--- config.mk ---
export PLATFORM = sky130hd
export DESIGN_NAME = swcyc_timer
export DESIGN_NICKNAME = d
export VERILOG_FILES = /design/src/rtl/swcyc_pkg.sv /design/src/rtl/swcyc_mark_decode.sv /design/src/rtl/swcyc_counter.sv /design/src/rtl/swcyc_bcd_conv.sv /design/src/rtl/swcyc_timer.sv
export SDC_FILE = /design/constraint.sdc
export NUM_CORES = 1
export LEC_CHECK = 0
export BUFFER_PORTS_ARGS = -buffer_cell sky130_fd_sc_hd__clkbuf_2
export CORE_MARGIN = 2
export CORE_UTILIZATION = 45
export CTS_CLUSTER_DIAMETER = 40
export DETAILED_ROUTE_END_ITERATION = 8
export GPL_ROUTABILITY_DRIVEN = 1
export PLACE_DENSITY = 0.64
export SLEW_MARGIN = 20
export SYNTH_ARGS = -nofsm -noshare
export SYNTH_HDL_FRONTEND = slang
export SYNTH_HIERARCHICAL = 1
export SYNTH_SLANG_ARGS = --single-unit
--- constraint.sdc ---
create_clock -name clk_i -period 2.6 [get_ports clk_i]
set_clock_uncertainty 0.2 [all_clocks]
set_input_delay 0.13 -clock clk_i [delete_from_list [all_inputs] [get_ports clk_i]]
set_output_delay 0.13 -clock clk_i [all_outputs]
set_load 0.005 [all_outputs]
--- src/rtl/swcyc_pkg.sv ---
package swcyc_pkg;
  localparam logic [1:0] MARK_IDLE  = 2'b00;
  localparam logic [1:0] MARK_START = 2'b01;
  localparam logic [1:0] MARK_DONE  = 2'b10;

  typedef enum logic {CV_IDLE = 1'b0, CV_RUN = 1'b1} conv_st_e;
endpackage

--- src/rtl/swcyc_mark_decode.sv ---
module swcyc_mark_decode
  import swcyc_pkg::*;
(
  input  logic       clk_i,
  input  logic       rst_ni,
  input  logic [1:0] flag_i,
  output logic       start_o,
  output logic       stop_o
);
  logic [1:0] prev_q;

  always_ff @(posedge clk_i or negedge rst_ni) begin
    if (!rst_ni) prev_q <= MARK_IDLE;
    else         prev_q <= flag_i;
  end

  // Events are entries into a code, so rewriting a code is harmless.
  assign start_o = (flag_i == MARK_START) && (prev_q != MARK_START);
  assign stop_o  = (flag_i == MARK_DONE)  && (prev_q != MARK_DONE);
endmodule

--- src/rtl/swcyc_counter.sv ---
module swcyc_counter #(
  parameter int CNT_W = 33
) (
  input  logic             clk_i,
  input  logic             rst_ni,
  input  logic             start_i,
  input  logic             stop_i,
  output logic             running_o,
  output logic [CNT_W-1:0] live_o,
  output logic             cap_o,
  output logic [CNT_W-1:0] cap_val_o,
  output logic [CNT_W-1:0] result_o
);
  localparam logic [CNT_W-1:0] CNT_MAX = '1;

  function automatic logic [CNT_W-1:0] sat_inc(input logic [CNT_W-1:0] v);
    return (v == CNT_MAX) ? v : v + 1'b1;
  endfunction

  logic             run_q;
  logic [CNT_W-1:0] cnt_q;
  logic [CNT_W-1:0] res_q;

  assign cap_o     = stop_i && run_q;
  assign cap_val_o = sat_inc(cnt_q);

  always_ff @(posedge clk_i or negedge rst_ni) begin
    if (!rst_ni) begin
      run_q <= 1'b0;
      cnt_q <= '0;
      res_q <= '0;
    end else if (start_i) begin
      run_q <= 1'b1;
      cnt_q <= '0;
    end else if (cap_o) begin
      run_q <= 1'b0;
      res_q <= cap_val_o;
    end else if (run_q) begin
      cnt_q <= sat_inc(cnt_q);
    end
  end

  assign running_o = run_q;
  assign live_o    = cnt_q;
  assign result_o  = res_q;
endmodule

--- src/rtl/swcyc_bcd_conv.sv ---
module swcyc_bcd_conv
  import swcyc_pkg::*;
#(
  parameter int CNT_W  = 33,
  parameter int DIGITS = 10
) (
  input  logic                clk_i,
  input  logic                rst_ni,
  input  logic                load_i,
  input  logic [CNT_W-1:0]    value_i,
  output logic [DIGITS*4-1:0] bcd_o,
  output logic                valid_o
);
  localparam int BCD_W = DIGITS * 4;
  localparam int IT_W  = $clog2(CNT_W + 1);
  localparam logic [IT_W-1:0] LAST_IT = IT_W'(CNT_W - 1);

  // One shift-and-add-3 step: correct every digit, then shift in one bit.
  function automatic logic [BCD_W-1:0] dabble(input logic [BCD_W-1:0] b,
                                               input logic in_bit);
    logic [BCD_W-1:0] t;
    t = b;
    for (int d = 0; d < DIGITS; d++) begin
      if (t[d*4 +: 4] >= 4'd5) t[d*4 +: 4] = t[d*4 +: 4] + 4'd3;
    end
    return {t[BCD_W-2:0], in_bit};
  endfunction

  conv_st_e         st_q;
  logic [IT_W-1:0]  it_q;
  logic [CNT_W-1:0] sh_q;
  logic [BCD_W-1:0] acc_q;
  logic [BCD_W-1:0] out_q;
  logic             vld_q;
  logic [BCD_W-1:0] acc_nxt;

  assign acc_nxt = dabble(acc_q, sh_q[CNT_W-1]);

  always_ff @(posedge clk_i or negedge rst_ni) begin
    if (!rst_ni) begin
      st_q  <= CV_IDLE;
      it_q  <= '0;
      sh_q  <= '0;
      acc_q <= '0;
      out_q <= '0;
      vld_q <= 1'b0;
    end else if (load_i) begin
      st_q  <= CV_RUN;
      it_q  <= '0;
      sh_q  <= value_i;
      acc_q <= '0;
      vld_q <= 1'b0;
    end else if (st_q == CV_RUN) begin
      acc_q <= acc_nxt;
      sh_q  <= sh_q << 1;
      it_q  <= it_q + 1'b1;
      if (it_q == LAST_IT) begin
        out_q <= acc_nxt;
        vld_q <= 1'b1;
        st_q  <= CV_IDLE;
      end
    end
  end

  assign bcd_o   = out_q;
  assign valid_o = vld_q;
endmodule

--- src/rtl/swcyc_timer.sv ---
module swcyc_timer #(
  parameter int CNT_W  = 33,
  parameter int DIGITS = 10
) (
  input  logic                clk_i,
  input  logic                rst_ni,
  input  logic [1:0]          flag_i,
  output logic [CNT_W-1:0]    count_o,
  output logic [DIGITS*4-1:0] bcd_o,
  output logic                valid_o
);
  // Internal events, named for the checker.
  logic             start_evt;
  logic             stop_evt;
  logic             cap_evt;
  logic             running;
  logic [CNT_W-1:0] live_cnt;
  logic [CNT_W-1:0] cap_val;

  swcyc_mark_decode u_dec (
    .clk_i   (clk_i),
    .rst_ni  (rst_ni),
    .flag_i  (flag_i),
    .start_o (start_evt),
    .stop_o  (stop_evt)
  );

  swcyc_counter #(.CNT_W(CNT_W)) u_cnt (
    .clk_i     (clk_i),
    .rst_ni    (rst_ni),
    .start_i   (start_evt),
    .stop_i    (stop_evt),
    .running_o (running),
    .live_o    (live_cnt),
    .cap_o     (cap_evt),
    .cap_val_o (cap_val),
    .result_o  (count_o)
  );

  swcyc_bcd_conv #(.CNT_W(CNT_W), .DIGITS(DIGITS)) u_bcd (
    .clk_i   (clk_i),
    .rst_ni  (rst_ni),
    .load_i  (cap_evt),
    .value_i (cap_val),
    .bcd_o   (bcd_o),
    .valid_o (valid_o)
  );
endmodule

==> impl_results.md, run 1 <==
- Most frequent cells in the layout: 189 x dfrtp_1, 114 x nand2_1, 78 x nor2_1, 76 x clkbuf_2, 65 x mux2i_1
- Syn. warnings: 6
- Initial core utilization: 46.0%
- Pleak: between 0.005 and 0.006 uW
- CP arrival: 2570 ps
- Max_slew headroom: 42.6%
- Synth Area per Inst: 9.90 um2
- Fraction of the mapped netlist area in adder cells: 2.87%
- Drt total wl: 22.1 mm
- Clock latency on the worst-skew pair: between 400 and 500 ps
- Commonest non-fill, non-tap cell in the layout: dfrtp_1
- Vias in the first global route: 7,127
- GRT overflow: 0
- Clock slew at reported path FFs: roughly 70 ps
- Setup tns final: 0 ps
- Top cells by area, synth: dfrtp_1 47%, mux2i_1 6.5%, nand2_1 4.3%
- Row cnt: 54
- Setup violations, final: 0
- I/O Buffers: 77
- VDD IR max: 0.000558 V
- Critical path's slowest cell: dfrtp_1
- Post-Synth XOR/XNOR Area: roughly 3.2%
- Setup crit start kind: flop
- CTS Root Cell: clkbuf_16
- Compound-cell area share of the yosys netlist: 13.2%
- Post-CTS Resized: 0
- Largest net degree at the start of global routing: 116
- Top cell type's share of synthesized area: between 40% and 50%
- Cell family with most CP delay: simple AND/OR/NAND/NOR gates
- Mean routed wirelength per cell: about 16 um
- MaxCap Viol Count: 0
- Status: finished clean
- DRC Markers: 0
- P&R area growth vs syn: 13.7%
- Critical Path RT: roughly 2700 ps
- Time the worst path needs with I/O delays and setup: 2460 ps
- Die Span X: 153 um
- Post-synth cell types: 60
- Max FO, Critical Path: 12
- Ys flop type: dfrtp_1
- Clock Sinks: 190
- CP Class: reg2reg
- Synth Net Count: 1,040
- Count of boundary I/O pins: 78
- Die H: roughly 150 um
- Longest Clk Path Bufs: 2
- Mux cell area share after synthesis: between 10% and 20%
- TritonCTS clock tree: done
- Detail Placement HPWL: 14.2 mm
- Sequential share of the synthesized area: 47.4%
- Fraction of layout cells with a size suffix above 1: roughly 17%
- Cell count after synthesis: 1,013
- # nets final: 1,103
- Initial antenna violation count: 0
- Gr usage total: between 10% and 20%
- Die ar.: roughly 24,000 um2
- Antenna Cells: 0
- Via count: 7,575
- Critical Path Sink Type: flop
- Final Power: ~11,000 uW
- Hold Crit Class: in2async
- Post-synth EDFFs: 0
- GPL Wtd Cong: 0.878
- Syn Std Cell Area: 10,000 um2
- Yosys reg bits: 190
- Wire length of the first global-routing pass: 36.8 mm
- Worst Path Buf+Inv: 0
- Worst reg2reg path depth: 6
- # H-tree levels: 4
- Worst path most repeated cell: mux2_2
- Core Area: ~22,000 um2
- Top cell type by total area after synthesis: dfrtp_1
- RSZ-0062 raised after global routing: false
- Cts bufs inserted: 17
- Post-CTS Setup Bufs: 0
- Post-route antenna net violation count: 0
- Fmax: 0.406 GHz
- Post-Synth Simple-Gate Area: between 10% and 20%
- Critical-path cell list: ha_1 > and3_1 > and4_4 > and4_1 > mux2_2 > mux2_2
- Crit path largest cell delay: 480 ps
- Vias per inst: about 5.5
- Async SR Flop Fraction: 100%
- Filler cell count: 1,961
- Final hold violation count: 0
- Final worst-path cycle share: ~95%
- Worst slew pin tran: 859 ps
- Initial DRC Count: about 570
- DRT Pass-1 Iters: 5
- Pwr dens: approximately 1000 nW/um2
- Combinational family with the most area after synthesis: simple AND/OR/NAND/NOR gates
- Final slew viol count: 0
- Critical path depth: 6
layer usage:
metal / vias up / part of all wire [%] / wire length (um) / global-route usage, %
met4: 0 / 0.97 / 214 / 4.01
met3: 19 / 3.9 / 870 / 3.52
li1: 3687 / - / - / -
met5: - / 0 / 0 / 0
met1: 3717 / 47 / 10400 / 26.6
met2: 152 / 48 / 10600 / 30.8
per-stage QoR:
step / util, % / setup WS, ps / hold WS [ps] / area, um2 / instances
after floorplan: - / 247 / -366 / 10000 / 1013
after global placement: 49.1 / 182 / -76.4 / 10700 / 1333
after detailed placement: 49.1 / 166 / -76.3 / 10700 / 1333
after CTS: 52.2 / 143 / 24.6 / 11400 / 1368
after global routing: 52.3 / 13.2 / 60.0 / 11400 / 1369
final: 52.3 / 139 / 23.6 / 11400 / 1369
path summary, 6_finish.rpt:
kind                                    start                  to  slack (ps)
max                           u_cnt/live_o[0]  u_cnt/result_o[22]         140
min                                    rst_ni     u_bcd/bcd_o[35]          20
max reg2reg                   u_cnt/live_o[0]  u_cnt/result_o[22]         140
min reg2reg                u_cnt/result_o[30]  u_cnt/result_o[30]         310
max in group asynchronous              rst_ni       u_bcd/sh_q[5]        1460
min in group clk_i                  flag_i[0]     u_dec/prev_q[0]         200
cells by family after synthesis:
kind of cell / Yosys count
compound gates: 218
xor+xnor: 37
mux: 97
buf+inv: 109
simple gates: 339
flops: 190
fa+ha+maj: 23
state kept, by name, indices dropped and copies added (netlist names):
| register | count |
|---|---|
| u_bcd/st_q | 1 |
| u_bcd/it_q | 6 |
| u_dec/prev_q | 2 |
| u_cnt/live_o | 33 |
| u_cnt/running_o | 1 |
| u_bcd/valid_o | 1 |
| u_cnt/result_o | 33 |
| u_bcd/acc_q | 40 |
| u_bcd/bcd_o | 40 |
| u_bcd/sh_q | 33 |
Yosys cell counts (16+ instances only):
cell type  instances
nor2_1            78
mux2_4            19
nand3_1           18
inv_1             49
buf_2             20
xnor2_1           29
nand2b_1          25
ha_1              23
a211oi_1          16
a31oi_1           35
clkbuf_1          30
a21oi_1           56
dfrtp_1          190
mux2i_1           65
o21ai_0           61
nand2_1          114
area by class of cell:
| cell class | instances | area, um2 | share of cell area [%] |
|---|---|---|---|
| clock buffer | 20 | 437 | 3.83 |
| clock inverter | 12 | 209 | 1.83 |
| inverter | 49 | 184 | 1.61 |
| multi-input combinational | 715 | 4810 | 42.1 |
| sequential | 190 | 4760 | 41.7 |
| tap | 280 | 350 | 3.07 |
| timing repair buffer | 103 | 659 | 5.78 |
power breakdown:
| part | switching (uW) | internal (uW) |
|---|---|---|
| clock | 1160 | 1720 |
| sequential | 734 | 3850 |
| combinational | 2090 | 1900 |
| total | 3980 | 7480 |
timing repair:
item | CTS | global route
setup endpoints to repair | 0 | 2
hold buffers | 3 | 0
endpoints found under the hold margin | 192 | 0
(Power assumes the default switching activity.)
==> run 2: changes to the inputs <==
--- a/config.mk
+++ b/config.mk
@@ -5,12 +5,14 @@
 export SDC_FILE = /design/constraint.sdc
 export NUM_CORES = 1
 export LEC_CHECK = 0
+export ABC_AREA = 1
 export BUFFER_PORTS_ARGS = -buffer_cell sky130_fd_sc_hd__clkbuf_2
 export CORE_MARGIN = 2
 export CORE_UTILIZATION = 45
 export CTS_CLUSTER_DIAMETER = 40
 export DETAILED_ROUTE_END_ITERATION = 8
 export GPL_ROUTABILITY_DRIVEN = 1
+export MAX_ROUTING_LAYER = met4
 export PLACE_DENSITY = 0.64
 export SLEW_MARGIN = 20
 export SYNTH_ARGS = -nofsm -noshare
==> run 2 against run 1 <==
Maximum frequency is 5.9% higher; critical endpoint is now u_bcd/sh_q[8]; sequential share of layout area is 1.4 points higher; non-clock buffer count is 9 lower; cell count is 20% higher; synthesized cell count is 27% higher.
==> impl_results.md, run 2 <==
- Initial antenna violation count: 0 (unchanged)
- Initial DRC Count: 451 (-21%)
- MaxCap Viol Count: 0 (unchanged)
- Post-route antenna net violation count: 0 (unchanged)
- Post-CTS Resized: 0 (unchanged)
- Top cell type by total area after synthesis: dfrtp_1
- Most frequent cells in the layout: 598 x nand2_1, 190 x dfrtp_1, 124 x inv_1, 80 x nor2_1, 76 x clkbuf_2
- Worst setup startpoint: u_cnt/live_o[1]
- I/O Buffers: 77 (unchanged)
- Largest net degree at the start of global routing: 69 (-41%)
- Die H: 151 um (-1.4%)
- Final worst-path cycle share: 89.4% (-5.3 points)
- Count leader, synth: nand2_1
- Setup ws final: 276 ps (+137 ps)
- Max FO, Critical Path: 19 (+7)
- # H-tree levels: 4 (unchanged)
- Wire length of the first global-routing pass: 39.0 mm (+5.9%)
- Synth Area per Inst: 7.61 um2 (-23%)
- P&R area growth vs syn: 13.0%
- Post-synth EDFFs: 0 (unchanged)
- DRT Pass-1 Iters: 4 (-1)
- Sequential standard cell area: 4750 um2 (about the same)
- Cell Count, Final, Fillers Out: 1,641 (+20%)
- Hold Crit Class: in2async
- Area of the multi-input gates: 4280 um2 (-11%)
- Count of boundary I/O pins: 78 (unchanged)
- Die ar.: 22,900 um2 (-2.7%)
- Longest Clk Path Bufs: 2 (unchanged)
- Most frequent cells after synthesis: 598 x nand2_1, 190 x dfrtp_1, 125 x inv_1, 81 x nor2_1, 43 x nand3_1
- DRC Markers: 0 (unchanged)
- Dpl cells: 1,606 (+20%)
- Detail Placement HPWL: 16.4 mm (+15%)
- Filler cell count: 2,083 (+6.2%)
- Synth Net Count: 1,309 (+26%)
- Setup violations, final: 0 (unchanged)
- Antenna Cells: 0 (unchanged)
- Clock slew at reported path FFs: 70 ps (about the same)
- CTS Root Cell: clkbuf_16
- Pwr dens: 771 nW/um2 (-23%)
- Finished Cell Area: 11,000 um2 (-3.4%)
- CP Class: reg2reg
- TritonCTS clock tree: done
- Top cell type's share of synthesized area: 48.7% (+1.3 points)
- Pleak: 0.00589 uW (+9.8%)
- Yosys reg bits: 190 (unchanged)
- Drt total wl: 23.6 mm (+6.8%)
- Max_slew headroom: 50.9% (+8.3 points)
- Gr usage total: 22.3% (+3.3 points)
- GRT overflow: 0 (unchanged)
- Final Power: 8490 uW (-26%)
- Setup crit start kind: flop
- Syn Std Cell Area: 9750 um2 (-2.8%)
- GPL Wtd Cong: 0.964 (+9.8%)
- Worst slew pin tran: 735 ps (-123 ps)
- Core Area: 21,200 um2 (-3.1%)
- Vias in the first global route: 7,807 (+9.5%)
- Critical Path RT: 2750 ps (+40 ps)
- Hold buffer count at cts: 3 (unchanged)
- Syn. warnings: 6 (unchanged)
- Dpl cell area: 10,400 um2 (-3.0%)
- Fraction of layout cells with a size suffix above 1: 12.4% (-5.0 points)
- Cell count after synthesis: 1,282 (+27%)
- Clock latency on the worst-skew pair: 430 ps (about the same)
- Sequential share of the synthesized area: 48.7% (+1.3 points)
- Die Span X: 151 um (-1.4%)
- Ys flop type: dfrtp_1
- Critical Path Sink Type: flop
- Row cnt: 53 (-1.9%)
- Initial core utilization: 46.1% (+0.14 points)
- VDD IR max: 0.000445 V (-20%)
- Worst R2R Start: u_cnt/live_o[1]
- Commonest non-fill, non-tap cell in the layout: nand2_1
- Final hold violation count: 0 (unchanged)
- Status: finished clean
- CP arrival: 2470 ps (-100 ps)
- RSZ-0062 raised after global routing: false
- Via count: 8,135 (+7.4%)
- Mean routed wirelength per cell: 14.4 um (-11%)
- Top cells by area, synth: dfrtp_1 49%, nand2_1 23%, inv_1 4.8%
- Cts bufs inserted: 17 (unchanged)
- Post-CTS Setup Bufs: 0 (unchanged)
- Clock Sinks: 190 (unchanged)
- # nets final: 1,380 (+25%)
- Time the worst path needs with I/O delays and setup: 2320 ps (-137 ps)
- Setup tns final: 0 ps (unchanged)
- Post-synth cell types: 36 (-40%)
- Async SR Flop Fraction: 100% (unchanged)
- Vias per inst: 4.96 (-10%)
- Final slew viol count: 0 (unchanged)
- Pre-CTS WS: 323 ps (+157 ps)
- Fmax: 0.430 GHz (+5.9%)
[run 2: power by group]
| group | switching [uW] | leakage [uW] | internal [uW] |
|---|---|---|---|
| Sequential | 332 | 0.00259 | 3400 |
| Clock | 1260 | 0.000287 | 1370 |
| Combinational | 1460 | 0.00301 | 671 |
| Total | 3050 | 0.00589 | 5450 |
[run 2: layout make-up]
cell class              instances  area share (%)
clock buffers                  17            3.86
inverters                     130            4.50
flip-flops and latches        190            43.2
repair buffers                 94            5.03
multi-input cells             920            38.8
clock inverters                15            1.51
well taps                     275            3.12
[run 2: per-layer routing]
metal,GRT usage [%],share of wire (%),vias up
li1,-,-,4154
met2,37.0,48,120
met1,28.3,48,3834
met3,3.67,2.6,27
met5,-,0,-
met4,6.17,1.7,0
[run 2: through the flow]
stage               hold WS (ps)  util [%]
global placement           -18.7      49.1
CTS                         82.3      52.1
global route                 115      52.1
floorplan                   -366         -
detailed placement         -17.8      49.1
finish                      48.9      52.1
[run 2: worst paths after layout]
path / end / slack (ps) / cells after the start
setup / recovery: u_bcd/sh_q[8] / 280 / 10
hold / removal: u_bcd/acc_q[34] / 50 / 2
max in group asynchronous: u_bcd/acc_q[10] / 1400 / 3
setup reg to reg: u_bcd/sh_q[8] / 280 / 10
hold reg to reg: u_bcd/bcd_o[21] / 280 / 2
min in group clk_i: u_dec/prev_q[1] / 180 / 2
[run 2: worst max-delay path: stages (launching register included)]
cell      delay [ps]
dfrtp_1          420
ha_1             260
nand2_2           90
nor2_4           160
nand2_4          110
nor2_8           170
nand3_4          250
buf_4            310
nand2_1          100
nand2_1           60
o211ai_1         110
[run 2: logic make-up (layout without fill, tap and decap cells)]
logic type                 count (synthesis)  after routing  synth area share [%]
adders and majority gates                 23             23                  2.95
DFF                                      190            190                  48.7
AOI/OAI and AO/OA                         91             91                  5.82
xor gates and xnor gates                  13             13                  1.17
buffers and inverters                    172            256                  7.43
and+or+nand+nor                          793            793                  33.9
